[config.mk]
export PLATFORM = sky130hd
export DESIGN_NAME = burst_col_seq
export DESIGN_NICKNAME = d
export VERILOG_FILES = /design/src/rtl/bsq_pkg.sv /design/src/rtl/bsq_cfg_decode.sv /design/src/rtl/bsq_burst_state.sv /design/src/rtl/bsq_col_gen.sv /design/src/rtl/burst_col_seq.sv
export SDC_FILE = /design/constraint.sdc
export NUM_CORES = 1
export LEC_CHECK = 0
export BUFFER_PORTS_ARGS = -buffer_cell sky130_fd_sc_hd__buf_2
export CAP_MARGIN = 20
export CELL_PAD_IN_SITES_DETAIL_PLACEMENT = 1
export CELL_PAD_IN_SITES_GLOBAL_PLACEMENT = 1
export CORE_ASPECT_RATIO = 0.75
export CORE_UTILIZATION = 45
export DETAILED_ROUTE_END_ITERATION = 10
export PLACE_DENSITY = 0.89
export SYNTH_ARGS = -nofsm -noshare
export SYNTH_HDL_FRONTEND = slang
export SYNTH_SLANG_ARGS = --single-unit
[constraint.sdc]
create_clock -name clk -period 3.5 [get_ports clk]
set_input_delay 0.35 -clock clk [delete_from_list [all_inputs] [get_ports clk]]
set_output_delay 0.35 -clock clk [all_outputs]
set_load 0.01 [all_outputs]
[src/rtl/bsq_pkg.sv]
package bsq_pkg;
  localparam int LEN_W   = 3;
  localparam int MAX_POW = 3;
  localparam logic [LEN_W-1:0] LEN_FULL = 3'd7;

  typedef enum logic {
    ORD_SEQ = 1'b0,
    ORD_ILV = 1'b1
  } order_e;
endpackage

[src/rtl/bsq_cfg_decode.sv]
module bsq_cfg_decode
  import bsq_pkg::*;
#(
  parameter int COL_W = 10
) (
  input  logic [LEN_W-1:0] len_code,
  input  order_e           order,
  output logic [COL_W-1:0] mask,
  output logic             full,
  output logic             legal
);
  logic [COL_W-1:0] pow_mask;

  // one bit per column bit: set when the burst spans that bit
  for (genvar i = 0; i < COL_W; i++) begin : g_pow
    assign pow_mask[i] = (32'(len_code) > i);
  end

  always_comb begin
    full  = (len_code == LEN_FULL);
    mask  = '0;
    legal = 1'b0;
    if (full) begin
      mask  = '1;
      legal = (order == ORD_SEQ);
    end else if (32'(len_code) <= MAX_POW) begin
      mask  = pow_mask;
      legal = 1'b1;
    end
  end
endmodule

[src/rtl/bsq_burst_state.sv]
module bsq_burst_state
  import bsq_pkg::*;
#(
  parameter int COL_W = 10
) (
  input  logic             clk,
  input  logic             rst_n,
  input  logic             load,
  input  logic             stop,
  input  logic [COL_W-1:0] base_in,
  input  logic [COL_W-1:0] mask_in,
  input  logic             full_in,
  input  order_e           order_in,
  output logic             busy,
  output logic [COL_W-1:0] beat,
  output logic [COL_W-1:0] base,
  output logic [COL_W-1:0] mask,
  output logic             full,
  output order_e           order,
  output logic             at_end
);
  assign at_end = busy && !full && (beat == mask);

  always_ff @(posedge clk) begin
    if (!rst_n) begin
      busy  <= 1'b0;
      beat  <= '0;
      base  <= '0;
      mask  <= '0;
      full  <= 1'b0;
      order <= ORD_SEQ;
    end else if (load) begin
      busy  <= 1'b1;
      beat  <= '0;
      base  <= base_in;
      mask  <= mask_in;
      full  <= full_in;
      order <= order_in;
    end else if (busy) begin
      if (stop || at_end) begin
        busy <= 1'b0;
        full <= 1'b0;
        beat <= '0;
      end else begin
        beat <= beat + 1'b1;
      end
    end
  end
endmodule

[src/rtl/bsq_col_gen.sv]
module bsq_col_gen
  import bsq_pkg::*;
#(
  parameter int COL_W = 10
) (
  input  logic [COL_W-1:0] base,
  input  logic [COL_W-1:0] beat,
  input  logic [COL_W-1:0] mask,
  input  order_e           order,
  output logic [COL_W-1:0] col
);
  logic [COL_W-1:0] sum;
  assign sum = base + beat;

  for (genvar i = 0; i < COL_W; i++) begin : g_bit
    assign col[i] = mask[i] ? ((order == ORD_ILV) ? (base[i] ^ beat[i]) : sum[i])
                            : base[i];
  end
endmodule

[src/rtl/burst_col_seq.sv]
module burst_col_seq
  import bsq_pkg::*;
#(
  parameter int COL_W = 10
) (
  input  logic             clk,
  input  logic             rst_n,
  input  logic             start,
  input  logic [COL_W-1:0] start_col,
  input  logic [LEN_W-1:0] len_code,
  input  logic             ilv,
  input  logic             stop,
  output logic [COL_W-1:0] col,
  output logic             busy,
  output logic             last,
  output logic             err
);
  logic [COL_W-1:0] dec_mask, base_q, mask_q, beat_q;
  logic             dec_full, dec_legal, load, full_q, at_end, err_q;
  order_e           req_order, order_q;

  assign req_order = order_e'(ilv);
  assign load      = start && dec_legal;

  bsq_cfg_decode #(.COL_W(COL_W)) u_dec (
    .len_code(len_code), .order(req_order),
    .mask(dec_mask), .full(dec_full), .legal(dec_legal)
  );

  bsq_burst_state #(.COL_W(COL_W)) u_state (
    .clk(clk), .rst_n(rst_n), .load(load), .stop(stop),
    .base_in(start_col), .mask_in(dec_mask), .full_in(dec_full), .order_in(req_order),
    .busy(busy), .beat(beat_q), .base(base_q), .mask(mask_q),
    .full(full_q), .order(order_q), .at_end(at_end)
  );

  bsq_col_gen #(.COL_W(COL_W)) u_gen (
    .base(base_q), .beat(beat_q), .mask(mask_q), .order(order_q), .col(col)
  );

  always_ff @(posedge clk) begin
    if (!rst_n) err_q <= 1'b0;
    else        err_q <= start && !dec_legal;
  end

  assign err  = err_q;
  assign last = at_end;
endmodule

Word level (Yosys, flattened, before mapping):

Cells that the tools add are included.

* word-level logic and storage cells: 73
* register bits after elaboration: 34
* input port bits: 18
* output and inout bits: 13

* bitwise operators: 12
* muxes and demuxes: 31
* reductions and logical operators: 11
* eq/ne operators: 2
* order comparisons: 8
* add/sub/neg operators: 2

Operator list (number)
* $mux 1: 28
* $mux 10: 2
* $add 10x1->10 const B: 1
* $add 10x10->10: 1
* $eq 10x10->1: 1
* $xor 1x1->1: 10
* $gt 3x3->1 const B: 3
* $mux 7: 1
* $gt 3x1->1 const B: 2
* $gt 3x2->1 const B: 2
* $logic_and 1x1->1: 4
* $reduce_bool 2->1: 2
* $eq 3x3->1 const B: 1
* $le 3x2->1 const B: 1
* $logic_not 1->1: 2
* $not 1->1: 2
* $reduce_and 2->1: 1
* $reduce_or 2->1: 1
* $logic_or 1x1->1: 1

Longest topological paths before layout:

Gate-level depths: netlist of run 1.

* depth in word-level cells: 7
* gate-level depth with buffers: 7

By module:

From an unflattened synthesis of run 1, not the netlist that was laid out.

* cells, all modules: 249
* area, all modules: 2204.6 um^2

By module, submodules not included
* bsq_burst_state: area an instance 1539.0 um^2, instances 1, cells each 155
* bsq_col_gen: area an instance 545.5 um^2, instances 1, cells each 77
* bsq_cfg_decode: area an instance 83.8 um^2, instances 1, cells each 14
* burst_col_seq: area an instance 36.3 um^2, instances 1, cells each 3

Worst setup path before layout of run 1:

Ideal clock, no wire load.

* path type: reg-to-output
* from: register u_state.beat[0]
* to: output col[6]
* arrival time: 1.801 ns
* path buffers: 0
* path slack: 1.349 ns
* cell stages (with the launch flop): 8
* required time: 3.150 ns
* cells stage by stage: dfxtp_1 -> ha_1 -> fa_1 -> a211oi_1 -> o21bai_1 -> a21oi_1 -> o21ai_0 -> a31oi_1

* cells in the longest elaborated chain, start to end: 3

RTL lines
* start, declared: RTL line bsq_burst_state.sv:15 `output logic [COL_W-1:0] beat,`
* start signal, assigned: RTL line bsq_burst_state.sv:45 `beat <= beat + 1'b1;`
* $add 10x10->10: RTL line bsq_col_gen.sv:13 `assign sum = base + beat;`
* $mux 1 (2 in a row): RTL line bsq_col_gen.sv:16 `assign col[i] = mask[i] ? ((order == ORD_ILV) ? (base[i] ^ beat[i]) : sum[i])`
* end, declared: RTL line burst_col_seq.sv:13 `output logic [COL_W-1:0] col,`

No other way between the ends.

Final worst setup path of run 1:

Ends and elaborated chain as after synthesis.

==> results by group, run 1 <==
Die
  – Core area: 3830 um2
  – IO Count: 31
  – Row cnt: 19
  – Die outline height: 57.8 um
  – Initial core utilization: 0.489
  – Die area: 4420 um2
  – Chip Width: 76.4 um

Route
  – DR iter-0 viols: 98
  – Total wire length: 5040 um
  – Vias: 1792
  – Vias/cell: 5.80
  – DRC Markers: 0
  – DRT antenna net count: 0
  – TritonRoute pass-1 iters: 4
  – Wire length per cell: 16.3 um

Power
  – Pwr/cell area: 356 nW/um2
  – Lkg Pwr: 0.922 nW
  – Worst vdd ir: 0.000273 V

STA
  – Final hold vios: 0
  – Final Max Slew Viols: 0
  – RSZ-0062 raised after global routing: false
  – Slew headroom: 0.450
  – Slew @ Worst Pin: 0.817 ns
  – Final setup TNS: 0 ns
  – Hold_ws: 0.270 ns
  – Final setup vio count: 0
  – Crit path time final: 2.70 ns
  – Clock Skews: 0.00318 ns
  – Highest Clock Rate: 0.370 GHz
  – Final Cycle Share: 0.773

Layout
  – Layout cell share with drive strength beyond 1: 0.167
  – # fillers: 474
  – Final nets: 285
  – Area Growth Syn to Fin: 15.0%
  – Final Non-Filler Cells: 309
  – Number of inserted diodes: 0
  – Final Core Density: 0.562

Clock network
  – CTS buffer count: 5
  – Clock sink count: 30
  – Worst-path clk slew: 0.07 ns
  – Root Driver: clkbuf_8
  – CTS tree: yes
  – Hold_buf cts: 0
  – Worst skew pair latency: 0.28 ns
  – H-tree levels: 2
  – Post-CTS Setup Bufs: 0
  – Clock Path Buffers: 2
  – Cells resized by post-CTS repair: 0

Synthesis
  – EDFF count, synth: 0
  – Syn avg cell area: 8.28 um2
  – Cells after synthesis: 226
  – Synthesized flop and latch total: 30
  – Number of library cell types mapped by synthesis: 49
  – Commonest cells in the synthesized netlist: dfxtp_1 (30), nor2_1 (22), nand2_1 (20), a21oi_1 (19), o21ai_0 (13)
  – Post-synthesis sequential area ratio: 0.321
  – FFs w/ async S/R, synth: 0
  – Yosys Warn Count: 0
  – Synth Flop Type: dfxtp_1
  – Mapped Nets: 255
  – Synth top area share: 0.321
  – Yosys top cell by area: dfxtp_1
  – Cell Area, Synth: 1870 um2
  – Most frequent cell after synthesis: dfxtp_1
  – Synth area leaders: dfxtp_1 (32%), ha_1 (6.7%), xnor2_1 (5.6%)

Setup path
  – Crit. End Element: output pin
  – Crit start category: flip-flop
  – Arrival time at the worst endpoint: 2.35 ns
  – Worst EP required: 3.15 ns
  – WS Path Type: flip-flop to output pin
  – Crit-path max FO: 7

Global route
  – Pin count of the biggest net entering global routing: 15
  – First-pass GRT wire length: 8420 um
  – Global Route Usage Sum: 0.250
  – Initial antenna violation count: 0
  – Grt total ovfl: 0
  – Vias in the first global route: 1754

Place
  – Placed Cells: 301
  – Post-DP HPWL: 3860 um
  – Routability cong.: 0.808
  – Input/output buffers: 30

Status
  – Outcome: finished clean

Min path
  – Min-Delay Path Class: primary input to flip-flop

Run
  – Maxcap violations: 0
[state kept, by name (all words and copies together), names as in the netlist]
signal,cells
u_state.base,10
u_state.beat,10
u_state.mask,6
u_state.order,1
u_state.full,1
u_state.busy,1
err,1
[worst max-delay path, stage by stage, from the launching register on]
cell,delay [ns]
dfxtp_1,0.38
ha_1,0.25
fa_1,0.42
a211oi_1,0.27
o21bai_1,0.11
a21oi_1,0.17
o21ai_0,0.09
a31oi_1,0.21
buf_2,0.16
[path summary, 6_finish.rpt]
path,slack (ns),cells after the start,to,startpoint
hold / removal,0.27,2,u_state.base[2],start_col[2]
setup / recovery,0.80,8,col[6],u_state.beat[0]
setup reg to reg,1.48,5,u_state.full,u_state.mask[8]
hold reg to reg,0.50,2,u_state.base[7],u_state.base[7]
[power breakdown]
part	switching [W]	internal, W	leakage [nW]
registers	0.0000178	0.000353	0.244
clock network	0.000138	0.000158	0.0472
logic	0.0000555	0.0000437	0.631
[stage by stage]
stage          instance area [um2]  total power (W)  setup slack [ns]
5_1_grt                       2150         0.000799             0.605
3_5_place_dp                  2060         0.000476              1.11
6_report                      2150         0.000766             0.795
2_1_floorplan                 1870         0.000437              1.35
3_3_place_gp                  2060         0.000473              1.16
4_1_cts                       2150         0.000770             0.785
[per-layer routing]
| metal | GRT usage | vias up | routed length [um] |
|---|---|---|---|
| met5 | 0 | - | 0 |
| met4 | 0.0907 | 0 | 66 |
| met3 | 0.0520 | 9 | 257 |
| met2 | 0.405 | 37 | 2200 |
| met1 | 0.333 | 859 | 2510 |
| li1 | - | 887 | - |
[layout make-up]
cell class,count,area [um2],share of cell area
inverters,7,26.3,0.0122
clock buffers,6,82.6,0.0384
flip-flops and latches,30,601,0.279
multi-input cells,182,1210,0.565
well taps,52,65.1,0.0302
clock inverters,2,12.5,0.00581
repair buffers,30,150,0.0698
[logic make-up after synthesis]
family	Yosys count	synth area share
AND/OR/NAND/NOR	85	0.247
AO/OA/AOI/OAI	68	0.238
flip-flops	30	0.321
XOR/XNOR	16	0.0749
buffers and inverters	14	0.0294
adder cells (fa/ha/maj)	11	0.0776
multiplexers	2	0.0114
[cell usage in the layout (no fill, tap or decap), types with 2 or more instances in the layout]
master,instances
buf_2,30
and3b_1,3
inv_1,7
nor2b_1,4
a2111oi_0,2
nand4_1,3
nor4_1,4
nand2_1,20
a211oi_1,2
clkbuf_8,6
nand3_1,12
dfxtp_1,30
o21ai_1,2
nor2_1,22
o21bai_1,3
xor2_1,4
nand2b_1,2
o21ai_0,13
or3_1,3
and3_1,3
a22o_1,3
a21o_1,6
xnor2_1,12
a21boi_0,7
ha_1,10
a21oi_1,19
a31oi_1,2
Power figures use the tool's default switching activity.
==> inputs of run 2 (changes only) <==
- CORE_UTILIZATION: 45 -> 41
- PLACE_DENSITY: 0.89 -> 0.82
- clock period: 3.5 -> 2.65 ns (I/O delays scaled with it)
==> results by group, run 2 (synthesis gave the netlist of run 1 again) <==
Status
  – Outcome: finished clean

Power
  – Total power: 0.00101 W (+32%)
  – Internal power: 0.000735 W (+33%)
  – Comb power frac: 0.135 (+0.006)
  – Flop pwr share: 0.480 (-0.004)
  – Net Sw Frac: 0.274 (-0.00194)
  – Worst vdd ir: 0.000246 V (-9.8%)
  – Lkg Pwr: 0.939 nW (+1.9%)
  – Pwr/cell area: 462 nW/um2 (+30%)
  – Clock power share: 0.385 (-0.002)
  – Sw Pwr: 0.000278 W (+31%)

Die
  – Core area: 4200 um2 (+9.8%)
  – Die outline height: 60.5 um (+4.6%)
  – IO Count: 31 (unchanged)
  – Initial core utilization: 0.445 (-0.0438)
  – Die area: 4840 um2 (+9.5%)
  – Chip Width: 80.0 um (+4.6%)
  – Row cnt: 20 (+1)

Clock network
  – Post-CTS Setup Bufs: 0 (unchanged)
  – Worst-path clk slew: 0.06 ns (about the same)
  – Worst skew pair latency: 0.29 ns (about the same)
  – Hold_buf cts: 0 (unchanged)
  – CTS tree: yes
  – Clock Path Buffers: 2 (unchanged)
  – Root Driver: clkbuf_8
  – Clock sink count: 30 (unchanged)
  – CTS buffer count: 5 (unchanged)
  – H-tree levels: 2 (unchanged)

Route
  – Vias: 1837 (+2.5%)
  – DRT antenna net count: 0 (unchanged)
  – Vias/cell: 5.83 (+0.56%)
  – DR iter-0 viols: 63 (-36%)
  – Total wire length: 5340 um (+6.1%)
  – TritonRoute pass-1 iters: 4 (unchanged)
  – DRC Markers: 0 (unchanged)
  – Wire length per cell: 17.0 um (+4.1%)

STA
  – Final Max Slew Viols: 0 (unchanged)
  – Slew headroom: 0.350 (-0.100)
  – RSZ-0062 raised after global routing: true
  – Final setup vio count: 0 (unchanged)
  – Highest Clock Rate: 0.396 GHz
  – Crit path time final: 2.53 ns
  – Final Cycle Share: 0.954
  – Slew @ Worst Pin: 0.966 ns (+0.149 ns)
  – Final hold vios: 0 (unchanged)
  – Clock Skews: 0.00911 ns (+0.00593 ns)
  – Setup slack after layout: 0.122 ns (-0.673 ns)

Layout
  – Number of inserted diodes: 0 (unchanged)
  – Layout cell share with drive strength beyond 1: 0.192 (+0.0250)
  – Final Non-Filler Cells: 315 (+1.9%)
  – Most common cell after layout, fill and taps aside: buf_2
  – # fillers: 533 (+12%)
  – Top flop regs: u_state.base x10, u_state.beat x10, u_state.mask x6
  – Final Core Density: 0.522 (-0.0405)
  – Area Growth Syn to Fin: 17.3%
  – Final nets: 288 (+1.1%)
  – Most frequent cells in the layout: buf_2 (30), dfxtp_1 (29), nor2_1 (22)

Global route
  – Global Route Usage Sum: 0.243 (-0.00650)
  – Pin count of the biggest net entering global routing: 15 (unchanged)
  – Vias in the first global route: 1722 (-1.8%)
  – First-pass GRT wire length: 8690 um (+3.2%)
  – Initial antenna violation count: 0 (unchanged)
  – Grt total ovfl: 0 (unchanged)

Min path
  – Min-Delay Path Class: primary input to flip-flop

Setup path
  – CP max stage delay: 0.42 ns (about the same)
  – Crit. End Element: output pin
  – Worst EP required: 2.38 ns (-0.77 ns)
  – WS Path Type: flip-flop to output pin
  – Slowest CP cell: fa_1
  – Cell chain of the critical path: ha_2 > fa_1 > a211oi_2 > o21bai_1 > a21oi_1 > o21ai_0 > a31oi_1 > buf_2
  – Crit start category: flip-flop
  – Crit-path max FO: 7 (unchanged)
  – Buf/Inv on CP: 1 (unchanged)
  – Worst path top cell family by delay: compound AO/OA/AOI/OAI gates
  – Arrival time at the worst endpoint: 2.26 ns (-0.09 ns)

Place
  – Post-DP HPWL: 4070 um (+5.4%)
  – Placed Cells: 307 (+2.0%)
  – Input/output buffers: 30 (unchanged)
  – Routability cong.: 0.828 (+2.5%)
  – Pre-CTS worst setup slack: 0.336 ns (-0.773 ns)

Run
  – Maxcap violations: 0 (unchanged)
==> run 2: metrics by stage <==
step,area (um2),TNS (ns),hold slack (ns)
final,2190,0,0.184
after global routing,2190,-0.00893,0.169
after CTS,2170,0,0.175
after detailed placement,2080,0,0.476
after global placement,2080,0,0.457
after floorplan,1870,0,0.374
==> run 2: repair_timing <==
item                                    4_1_cts  5_1_grt
gates resized for setup                       0        6
endpoints found under the setup margin        0        5
endpoints found under the hold margin         0        0
==> run 2: layer usage <==
layer	up-vias	part of all wire	wire length, um	track usage
li1	891	-	-	-
met1	882	0.49	2630	0.320
met2	53	0.44	2370	0.380
met3	11	0.051	270	0.0857
met4	0	0.013	72	0.0740
met5	-	0	0	0
==> run 2: layout make-up <==
type	count	area (um2)	area share
flip-flops and latches	30	602	0.274
clock inverters	1	5.00	0.00228
clock buffers	7	86.3	0.0394
multi-input cells	182	1230	0.562
well taps	55	68.8	0.0314
inverters	7	26.3	0.0120
repair buffers	33	173	0.0787
==> run 2: path summary, 6_finish.rpt <==
path / depth (start not counted) / end / slack (ns) / start
worst max-delay path: 8 / col[6] / 0.12 / u_state.beat[0]
worst min-delay path: 2 / u_state.base[1] / 0.18 / start_col[1]
worst max register to register: 5 / u_state.beat[1] / 0.63 / u_state.mask[8]
worst min register to register: 2 / u_state.full / 0.49 / u_state.full
==> run 2: power by group through the flow <==
stage | registers (W) | clock network (W) | logic, W
2_1_floorplan | 0.000488 | 0 | 0.0000885
3_3_place_gp | 0.000495 | 0 | 0.000131
3_5_place_dp | 0.000496 | 0 | 0.000136
4_1_cts | 0.000485 | 0.000402 | 0.000138
5_1_grt | 0.000488 | 0.000425 | 0.000152
6_report | 0.000486 | 0.000390 | 0.000137
==> inputs of run 3 (changes only) <==
- RECOVER_POWER: unset -> 100
==> results by group, run 3 (synthesis gave the netlist of run 1 again) <==
Place
  – Pre-CTS worst setup slack: 0.336 ns (unchanged)
  – Routability cong.: 0.828 (unchanged)
  – Input/output buffers: 30 (unchanged)
  – Post-DP HPWL: 4070 um (unchanged)

Run
  – Maxcap violations: 0 (unchanged)

Die
  – Core area: 4200 um2 (unchanged)
  – IO Count: 31 (unchanged)
  – Initial core utilization: 0.445 (unchanged)
  – Row cnt: 20 (unchanged)
  – Die area: 4840 um2 (unchanged)
  – Die outline height: 60.5 um (unchanged)
  – Chip Width: 80.0 um (unchanged)

Route
  – Vias: 1798 (-2.1%)
  – Wire length per cell: 17.0 um (+0.34%)
  – DR iter-0 viols: 56 (-11%)
  – DRC Markers: 0 (unchanged)
  – DRT antenna net count: 0 (unchanged)
  – Vias/cell: 5.71 (-2.1%)
  – TritonRoute pass-1 iters: 4 (unchanged)
  – Total wire length: 5360 um (+0.34%)

Setup path
  – Crit start category: flip-flop
  – Crit. End Element: output pin
  – Arrival time at the worst endpoint: 2.26 ns (about the same)
  – Crit-path max FO: 7 (unchanged)
  – R2R setup slack: 0.54 ns (-0.09 ns)
  – WS Path Type: flip-flop to output pin
  – Worst EP required: 2.38 ns (about the same)

STA
  – Crit path time final: 2.52 ns (-0.00479 ns)
  – Hold_ws: 0.185 ns (+0.000788 ns)
  – Setup slack after layout: 0.127 ns (+0.00479 ns)
  – Final setup TNS: 0 ns (unchanged)
  – RSZ-0062 raised after global routing: true
  – Final setup vio count: 0 (unchanged)
  – Final Cycle Share: 0.952 (-0.00181)
  – Final Max Slew Viols: 0 (unchanged)
  – Clock Skews: 0.00742 ns (-0.00169 ns)
  – Slew @ Worst Pin: 1.03 ns (+0.0641 ns)
  – Final hold vios: 0 (unchanged)
  – Slew headroom: 0.306 (-0.0441)
  – Highest Clock Rate: 0.396 GHz (+0.19%)

Clock network
  – CTS buffer count: 5 (unchanged)
  – Root Driver: clkbuf_8
  – Worst-path clk slew: 0.06 ns (about the same)
  – Clock Path Buffers: 2 (unchanged)
  – H-tree levels: 2 (unchanged)
  – Clock sink count: 30 (unchanged)
  – CTS tree: yes
  – Worst skew pair latency: 0.29 ns (about the same)
  – Hold_buf cts: 0 (unchanged)

Layout
  – Most frequent cells in the layout: dfxtp_1 (29), buf_2 (26), nor2_1 (22)
  – Layout cell share with drive strength beyond 1: 0.165 (-0.0269)
  – Area Growth Syn to Fin: 15.9%
  – Final nets: 288 (unchanged)
  – Final Core Density: 0.516 (-0.00595)
  – Most common cell after layout, fill and taps aside: dfxtp_1
  – Number of inserted diodes: 0 (unchanged)
  – Top flop regs: u_state.base x10, u_state.beat x10, u_state.mask x6

Status
  – Outcome: finished clean

Global route
  – Pin count of the biggest net entering global routing: 15 (unchanged)
  – Grt total ovfl: 0 (unchanged)
  – Initial antenna violation count: 0 (unchanged)
  – Global Route Usage Sum: 0.243 (unchanged)
  – Vias in the first global route: 1722 (unchanged)
  – First-pass GRT wire length: 8690 um (unchanged)

Power
  – Worst vdd ir: 0.000246 V (about the same)
  – Lkg Pwr: 0.914 nW (-2.7%)
  – Pwr/cell area: 464 nW/um2 (+0.50%)
  – Total power: 0.00101 W (-0.64%)

Min path
  – Min-Delay Path Class: primary input to flip-flop
-- run 3: what timing repair did --
action	4_1_cts	5_1_grt
setup buffers	0	0
endpoints found under the setup margin	0	5
resized for setup	0	6
-- run 3: final timing paths --
kind / from / to / cells past startpoint
setup / recovery: u_state.beat[0] / col[6] / 8
hold / removal: start_col[1] / u_state.base[1] / 2
setup reg to reg: u_state.busy / u_state.beat[4] / 6
hold reg to reg: u_state.full / u_state.full / 2
-- run 3: cell type report --
type                            instances  area (um2)
Tap cell                               55        68.8
Clock inverter                          1        5.00
Clock buffer                            7        86.3
Fill cell                             539        2040
Multi-Input combinational cell        182        1220
Timing Repair Buffer                   33         164
Inverter                                7        26.3
Sequential cell                        30         602
-- run 3: where the power goes --
group	leakage, nW	switching [W]	total, W	internal (W)
Combinational	0.621	0.0000766	0.000132	0.0000555
Clock	0.0482	0.000179	0.000388	0.000209
Sequential	0.245	0.0000198	0.000486	0.000466
Total	0.914	0.000275	0.00101	0.000731
-- run 3: critical path, stage by stage (launching register included) --
cell,delay [ns]
dfxtp_1,0.38
ha_2,0.23
fa_1,0.42
a211oi_2,0.23
o21bai_1,0.10
a21oi_1,0.19
o21ai_0,0.10
a31oi_1,0.17
buf_2,0.15
-- run 3: metrics by stage --
stage,cell area (um2),cells
4_1_cts,2170,315
3_5_place_dp,2080,307
2_1_floorplan,1870,226
3_3_place_gp,2080,307
6_report,2170,315
5_1_grt,2170,315
-- run 3: layer usage --
layer | global-route usage | part of all wire
met1 | 0.320 | 0.49
met2 | 0.380 | 0.44
met3 | 0.0857 | 0.056
met4 | 0.0740 | 0.013
met5 | 0 | 0
